===== src/rtl/cal_tracker.sv =====
module cal_tracker #(
  parameter int CODE_W    = 12,
  parameter int QUAL_CYC  = 16,
  parameter int STEP_CYC  = 64,
  parameter int STORE_CYC = 1024
) (
  input  logic              clk,
  input  logic              rst_n,
  input  logic              adj_n,
  input  logic              cmp_above,
  output logic              nv_rd_req,
  input  logic              nv_rd_valid,
  input  logic [CODE_W-1:0] nv_rd_data,
  output logic              nv_wr_req,
  output logic [CODE_W-1:0] nv_wr_data,
  input  logic              nv_busy,
  output logic [CODE_W-1:0] dac_code,
  output logic              busy,
  output logic              done
);
  localparam int QW = $clog2(QUAL_CYC + 1);
  localparam int SW = $clog2(STEP_CYC + 1);
  localparam int WW = $clog2(STORE_CYC + 1);
  localparam logic [CODE_W-1:0] CODE_TOP = '1;

  typedef enum logic [1:0] {S_LOAD, S_IDLE, S_TRACK, S_STORE} st_t;
  st_t st;

  logic [1:0]        adj_sync;
  logic              armed;
  logic [QW-1:0]     q_cnt;
  logic [SW-1:0]     s_cnt;
  logic [WW-1:0]     w_cnt;
  logic              have_dir, last_dn;
  logic [CODE_W-1:0] code;

  wire               adj_hi    = adj_sync[1];
  wire               tick      = (s_cnt == SW'(STEP_CYC - 1));
  wire               want_dn   = cmp_above;
  wire               at_wall   = want_dn ? (code == '0) : (code == CODE_TOP);
  wire               flip      = have_dir && (want_dn != last_dn);
  wire [CODE_W-1:0]  next_code = want_dn ? code - 1'b1 : code + 1'b1;
  wire               next_wall = want_dn ? (next_code == '0) : (next_code == CODE_TOP);
  wire               stop      = flip || at_wall || next_wall;

  assign nv_rd_req  = (st == S_LOAD);
  assign nv_wr_data = code;
  assign dac_code   = code;

  always_ff @(posedge clk or negedge rst_n) begin
    if (!rst_n) begin
      st        <= S_LOAD;
      adj_sync  <= '0;
      armed     <= 1'b0;
      q_cnt     <= '0;
      s_cnt     <= '0;
      w_cnt     <= '0;
      have_dir  <= 1'b0;
      last_dn   <= 1'b0;
      code      <= '0;
      busy      <= 1'b0;
      done      <= 1'b0;
      nv_wr_req <= 1'b0;
    end else begin
      adj_sync  <= {adj_sync[0], adj_n};
      nv_wr_req <= 1'b0;
      done      <= 1'b0;
      case (st)
        S_LOAD: begin
          if (nv_rd_valid) begin
            code <= nv_rd_data;
            st   <= S_IDLE;
          end
        end
        S_IDLE: begin
          if (adj_hi) begin
            armed <= 1'b1;
            q_cnt <= '0;
          end else if (armed) begin
            if (q_cnt == QW'(QUAL_CYC - 1)) begin
              armed    <= 1'b0;
              q_cnt    <= '0;
              s_cnt    <= '0;
              have_dir <= 1'b0;
              busy     <= 1'b1;
              st       <= S_TRACK;
            end else begin
              q_cnt <= q_cnt + 1'b1;
            end
          end
        end
        S_TRACK: begin
          if (!tick) begin
            s_cnt <= s_cnt + 1'b1;
          end else begin
            s_cnt <= '0;
            if (!flip && !at_wall) begin
              code     <= next_code;
              have_dir <= 1'b1;
              last_dn  <= want_dn;
            end
            if (stop) begin
              nv_wr_req <= 1'b1;
              w_cnt     <= '0;
              st        <= S_STORE;
            end
          end
        end
        S_STORE: begin
          if (w_cnt != WW'(STORE_CYC - 1)) begin
            w_cnt <= w_cnt + 1'b1;
          end else if (!nv_busy) begin
            busy <= 1'b0;
            done <= 1'b1;
            st   <= S_IDLE;
          end
        end
        default: st <= S_LOAD;
      endcase
    end
  end
endmodule


===== config.mk =====
export PLATFORM = sky130hd
export DESIGN_NAME = cal_tracker
export DESIGN_NICKNAME = d
export VERILOG_FILES = /design/src/rtl/cal_tracker.sv
export SDC_FILE = /design/constraint.sdc
export NUM_CORES = 1
export LEC_CHECK = 0
export ABC_AREA = 1
export BUFFER_PORTS_ARGS = -buffer_cell sky130_fd_sc_hd__buf_2
export CAP_MARGIN = 25
export CORE_UTILIZATION = 41
export DETAILED_ROUTE_END_ITERATION = 10
export HOLD_SLACK_MARGIN = 0.03
export PLACE_DENSITY_LB_ADDON = 0.2
export SKIP_CTS_REPAIR_TIMING = 1
export SLEW_MARGIN = 20
export SYNTH_ARGS = -nofsm -noshare
export SYNTH_HDL_FRONTEND = slang
export SYNTH_SLANG_ARGS = --single-unit

===== constraint.sdc =====
create_clock -name clk -period 2.4 [get_ports clk]
set_input_delay 0 -clock clk [delete_from_list [all_inputs] [get_ports clk]]
set_output_delay 0 -clock clk [all_outputs]
set_load 0.02 [all_outputs]

# [After elaboration in Yosys (flattened, before gate mapping)]
# Index checks and enable logic that the tools add are counted.
[word_totals] reg_bits=45 input_bits=18 output_inout_bits=28
[op_classes] addsub=5 n_eq_ne=19 n_mux=49 reduce_logical=22
[ops] cell="$mux W12" n=4
[ops] cell="$mux W11" n=3
[ops] cell="$mux W7" n=4
[ops] cell="$eq A12 B12 Y1 const B" n=2
[ops] cell="$logic_not A12 Y1" n=2
[ops] cell="$pmux W12 S2" n=1
[ops] cell="$pmux W11 S2" n=1
[ops] cell="$mux W1" n=21
[ops] cell="$ne A2 B2 Y1 const B" n=9
[ops] cell="$mux W2" n=8
[ops] cell="$mux W5" n=3
[ops] cell="$pmux W7 S2" n=1
[ops] cell="$add A12 B1 Y12 const B" n=1
[ops] cell="$reduce_and A4 Y1" n=3
[ops] cell="$reduce_and A6 Y1" n=2
[ops] cell="$sub A12 B1 Y12 const B" n=1
[ops] cell="$add A11 B1 Y11 const B" n=1
[ops] cell="$ne A11 B10 Y1 const B" n=1
[ops] cell="$reduce_bool A2 Y1" n=5
[ops] cell="$pmux W2 S4" n=1
[ops] cell="$reduce_and A8 Y1" n=1
[ops] cell="$add A7 B1 Y7 const B" n=1
[ops] cell="$eq A7 B6 Y1 const B" n=1
[ops] cell="$add A5 B1 Y5 const B" n=1
[ops] cell="other kinds (12)" n=17

# [Logic depth before layout (Yosys ltp)]
[logic_depth] ltp_word=8 ltp_mapped=17 depth_no_buf=16

# [Worst setup path after synthesis]
# Ideal clock, no wire load.
[synth_path] path_kind="flip-flop to flip-flop" startpoint="register code[0] (netlist: dac_code[0])" endpoint="register w_cnt[6]" arrival_time_ns=2.304 t_required_ns=2.283 setup_slack_ns=-0.021 stages_incl_launch_ff=18 n_path_buf=1 period_less_slack_ns=2.421 cell_sequence="dfrtp_1 > inv_1 > fa_1 > inv_1 > nand2_1 > nand2_1 > nand3_1 > nand2_1 > nand2_1 > nand2_1 > nand3_1 > nor2_1 > nand3_1 > nand4_2 > nand3_2 > buf_6 > nand2_1 > nand2_1"
[synth_via] elab_chain_len=7 word_cells_on_any_way=13
[synth_lines] element="start: declaration" line_no="35" rtl="logic [CODE_W-1:0] code;"
[synth_lines] element="start signal: assignment" line_no="71" rtl="code <= nv_rd_data;"
[synth_lines] element="start signal: assignment" line_no="98" rtl="code <= next_code;"
[synth_lines] element="$add A12 B1 Y12 / $sub A12 B1 Y12 (equally long branches)" line_no="42" rtl="wire [CODE_W-1:0] next_code = want_dn ? code - 1'b1 : code + 1'b1;"
[synth_lines] element="$mux W12" line_no="42"
[synth_lines] element="$eq A12 B12 Y1 / $logic_not A12 Y1 (equally long branches)" line_no="43" rtl="wire next_wall = want_dn ? (next_code == '0) : (next_code == CODE_TOP);"
[synth_lines] element="$mux W1" line_no="43"
[synth_lines] element="$logic_or A1 B1 Y1 *" line_no="44" rtl="wire stop = flip || at_wall || next_wall;"
[synth_lines] element="$ne A2 B2 Y1 (no source line) *"
[synth_lines] element="$reduce_and A4 Y1 (no source line) *"
[synth_lines] element="end signal: assignment" line_no="111" rtl="w_cnt <= w_cnt + 1'b1;"
[synth_lines] element="end: declaration" line_no="33" rtl="logic [WW-1:0] w_cnt;"
# Mark *: on every way between the ends. The rest lies on a longest branch, timed or not.
# A chain may end at the register's enable or synchronous reset.

# [Worst setup path in the final report]
[layout_path] startpoint="register code[1] (netlist: dac_code[1])" endpoint="register w_cnt[2]"
# Same word-level chain as after synthesis.

==> impl_metrics.ini <==
[timing]
skew_ns = 0.00903
worst_slew_pin_slew_ns = 0.715
holdWs_ns = -0.00932
slew_violations = 0
rsz0062_at_grt = yes
setup_slack_ns = -0.0151
setup_viol = 2
hold_viol = 2
min_period_ns = 2.42
fmax_mhz = 414
timing.final.crit_share_pct = 101
max-slew-margin-rel_pct = 52.4

[power_and_ir_drop]
irDropWorstVdd_uv = 588
power_per_cell_area_mw_per_mm2 = 1250
leakage_uw = 0.00228

[yosys]
synth_nets = 544
yosys.area.top_type = dfrtp_1
ys_top_cells_by_count = 173 x nand2_1, 65 x inv_1, 45 x dfrtp_1
ys_warn_count = 0
synth.area.top_cells = dfrtp_1 33%, nand2_1 19%, ha_1 7.4%
ys_seq_area_share_pct = 33.4
netlist_area_mm2 = 0.00337
ys_types = 35
synthFlopType = dfrtp_1
ys_ff_latch = 45
synth_top_area_share_pct = 33.4
ys_async_sr_fraction_pct = 100
synth_edf_count = 0
synth.most_common_cell = nand2_1
postSynthAreaPerCell_um2 = 6.67
synth_cells = 505

[global_route]
antenna_found_initial = 0
grt_pass1_wl_mm = 14.9
grt_overflow = 0
track_usage_pct = 21.9
grt_pass1_vias = 3258
grt_max_degree = 26

[die]
io_pins = 46
core_mm2 = 0.00785
fp.dieArea_mm2 = 0.00858
start_util_pct = 42.9
die_w_um = 92.6
num_rows = 32
die_h_um = 92.6

[setup_path]
cp_slowest_cell = dfrtp_1
worst_path_most_repeated_cell = nand2_2
critPathArrivalTime_ns = 2.61
cpPeakStageDelay_ns = 0.39
cp_data_required_time_ns = 2.59
crit_chain = inv_2, fa_2, inv_2, nand2_2, nand2_2, nand3_2, nand2_2, nand2_2, nor2_2, nand3_1, nor2_2, nand3_2, nand4_4, nand3_4, nand2_2, nand2_1
crit_type = flip-flop to flip-flop
crit_fanout = 6
worstSetupStartpointType = flip-flop
cp-end-kind = flip-flop

[route]
drt_iter0_drc = 220
antenna_left = 0
dr.pass1.iters = 4
drc = 0
via_per_inst = 5.18
wl_per_cell_um = 13.2
via_count = 3570
wl_mm = 9.12

[clock_network]
clock_sinks = 45
cts_root_buffer = clkbuf_8
cts-htree-levels = 2
clkTransAtPathRegs_ns = 0.09
cts_made_buffers = 5
cts_max_path_buffers = 2
cts_tree = built
clk_latency_ns = 0.30

[placed_design]
finalWeightedCongestion = 0.886
placed_cell_area_mm2 = 0.00383
dp_hpwl_mm = 6.66
io_buffers = 45
place_ws_ns = -0.0905
dp_cells = 663

[run_status]
status = finished with violations
violations = hold timing, setup timing

[flow_run]
cap_violations = 0

[final_layout]
layout.cells.non_filler = 689
fin_util_pct = 54.8
drive_above_1_share_pct = 22.3
multi_input_area_mm2 = 0.00199
diodes = 0
fillers = 790
nNetsFinal = 625
final_cell_area_mm2 = 0.00430
syn_to_final_growth_pct = 27.6
register_area_mm2 = 0.00113

[worst_hold_path]
hp-class = input pin to flip-flop
## logic make-up after synthesis
group / share of synthesized area, %
adder cells (fa/ha/maj): 8.03
flip-flops: 33.4
AND/OR/NAND/NOR: 36.4
XOR/XNOR: 0.520
buffers and inverters: 11.7
AO/OA/AOI/OAI: 9.92
## placed cells by master (no fill, tap or decap), drive strengths merged
cell	instances
buf	85
o21a	1
nand2	173
o31ai	1
fa	1
nand4	23
clkbuf	6
o211ai	1
o2111ai	1
inv	66
a21o	1
clkinvlp	1
and2	1
nor3	11
or2	2
nor2	36
xnor2	1
nor3b	2
bufinv	2
nand3	34
dlygate4sd3	9
a32o	1
nor4	4
o21ai	29
and3	1
a21oi	26
xor2	1
o22ai	1
dfrtp	45
clkinv	1
ha	20
## final cells by class
class	instances	area share, %
well taps	102	2.97
clock buffers	5	1.60
multi-input cells	372	46.3
repair buffers	95	15.4
inverters	67	5.94
flip-flops and latches	45	26.2
clock inverters	3	1.60
## where the power goes
part	switching [uW]	leakage (uW)	internal (uW)
combinational	2240	0.00163	1350
sequential	149	0.000577	944
clock	290	0.0000687	420
total	2680	0.00228	2710
## layer usage
metal / wire [um] / vias up / track usage, %
li1: - / 1793 / -
met1: 4400 / 1657 / 30.0
met2: 4180 / 109 / 36.1
met5: 0 / - / 0
met4: 116 / 0 / 5.00
met3: 425 / 11 / 3.78
## through the flow
stage	hold slack, ns	TNS [ns]	total power [uW]
final	-0.00932	-0.0236	5390
after global routing	0.0376	-2.14	5850
after CTS	-0.328	-1.50	4970
after detailed placement	0.0124	-0.906	4230
after global placement	0.0134	-0.651	4200
after floorplan	-0.296	0	3340
## flip-flops by register name, summed over array words and instances (netlist names), 2 cells and up
name and flops:
q_cnt 5, adj_sync 2, w_cnt 11, dac_code 12, st 2, s_cnt 7
## worst max-delay path: cells and delay by family, from the launching register on
family	cells	cell delay (ns)
simple gates	13	1.39
flops	1	0.39
buf+inv	2	0.13
fa+ha+maj	1	0.37
## path summary, 6_finish.rpt
path                               startpoint          end  slack (ns)  cells after the start
worst max-delay path              dac_code[1]     w_cnt[2]       -0.02                     16
worst max register to register    dac_code[1]     w_cnt[2]       -0.02                     16
min in group asynchronous               rst_n  dac_code[8]        0.20                      2
worst min register to register    adj_sync[0]  adj_sync[1]        0.36                      0
worst min-delay path            nv_rd_data[5]  dac_code[5]      -0.009                      5
max in group asynchronous               rst_n     w_cnt[8]        1.46                      3
Power figures use the tool's default switching activity.
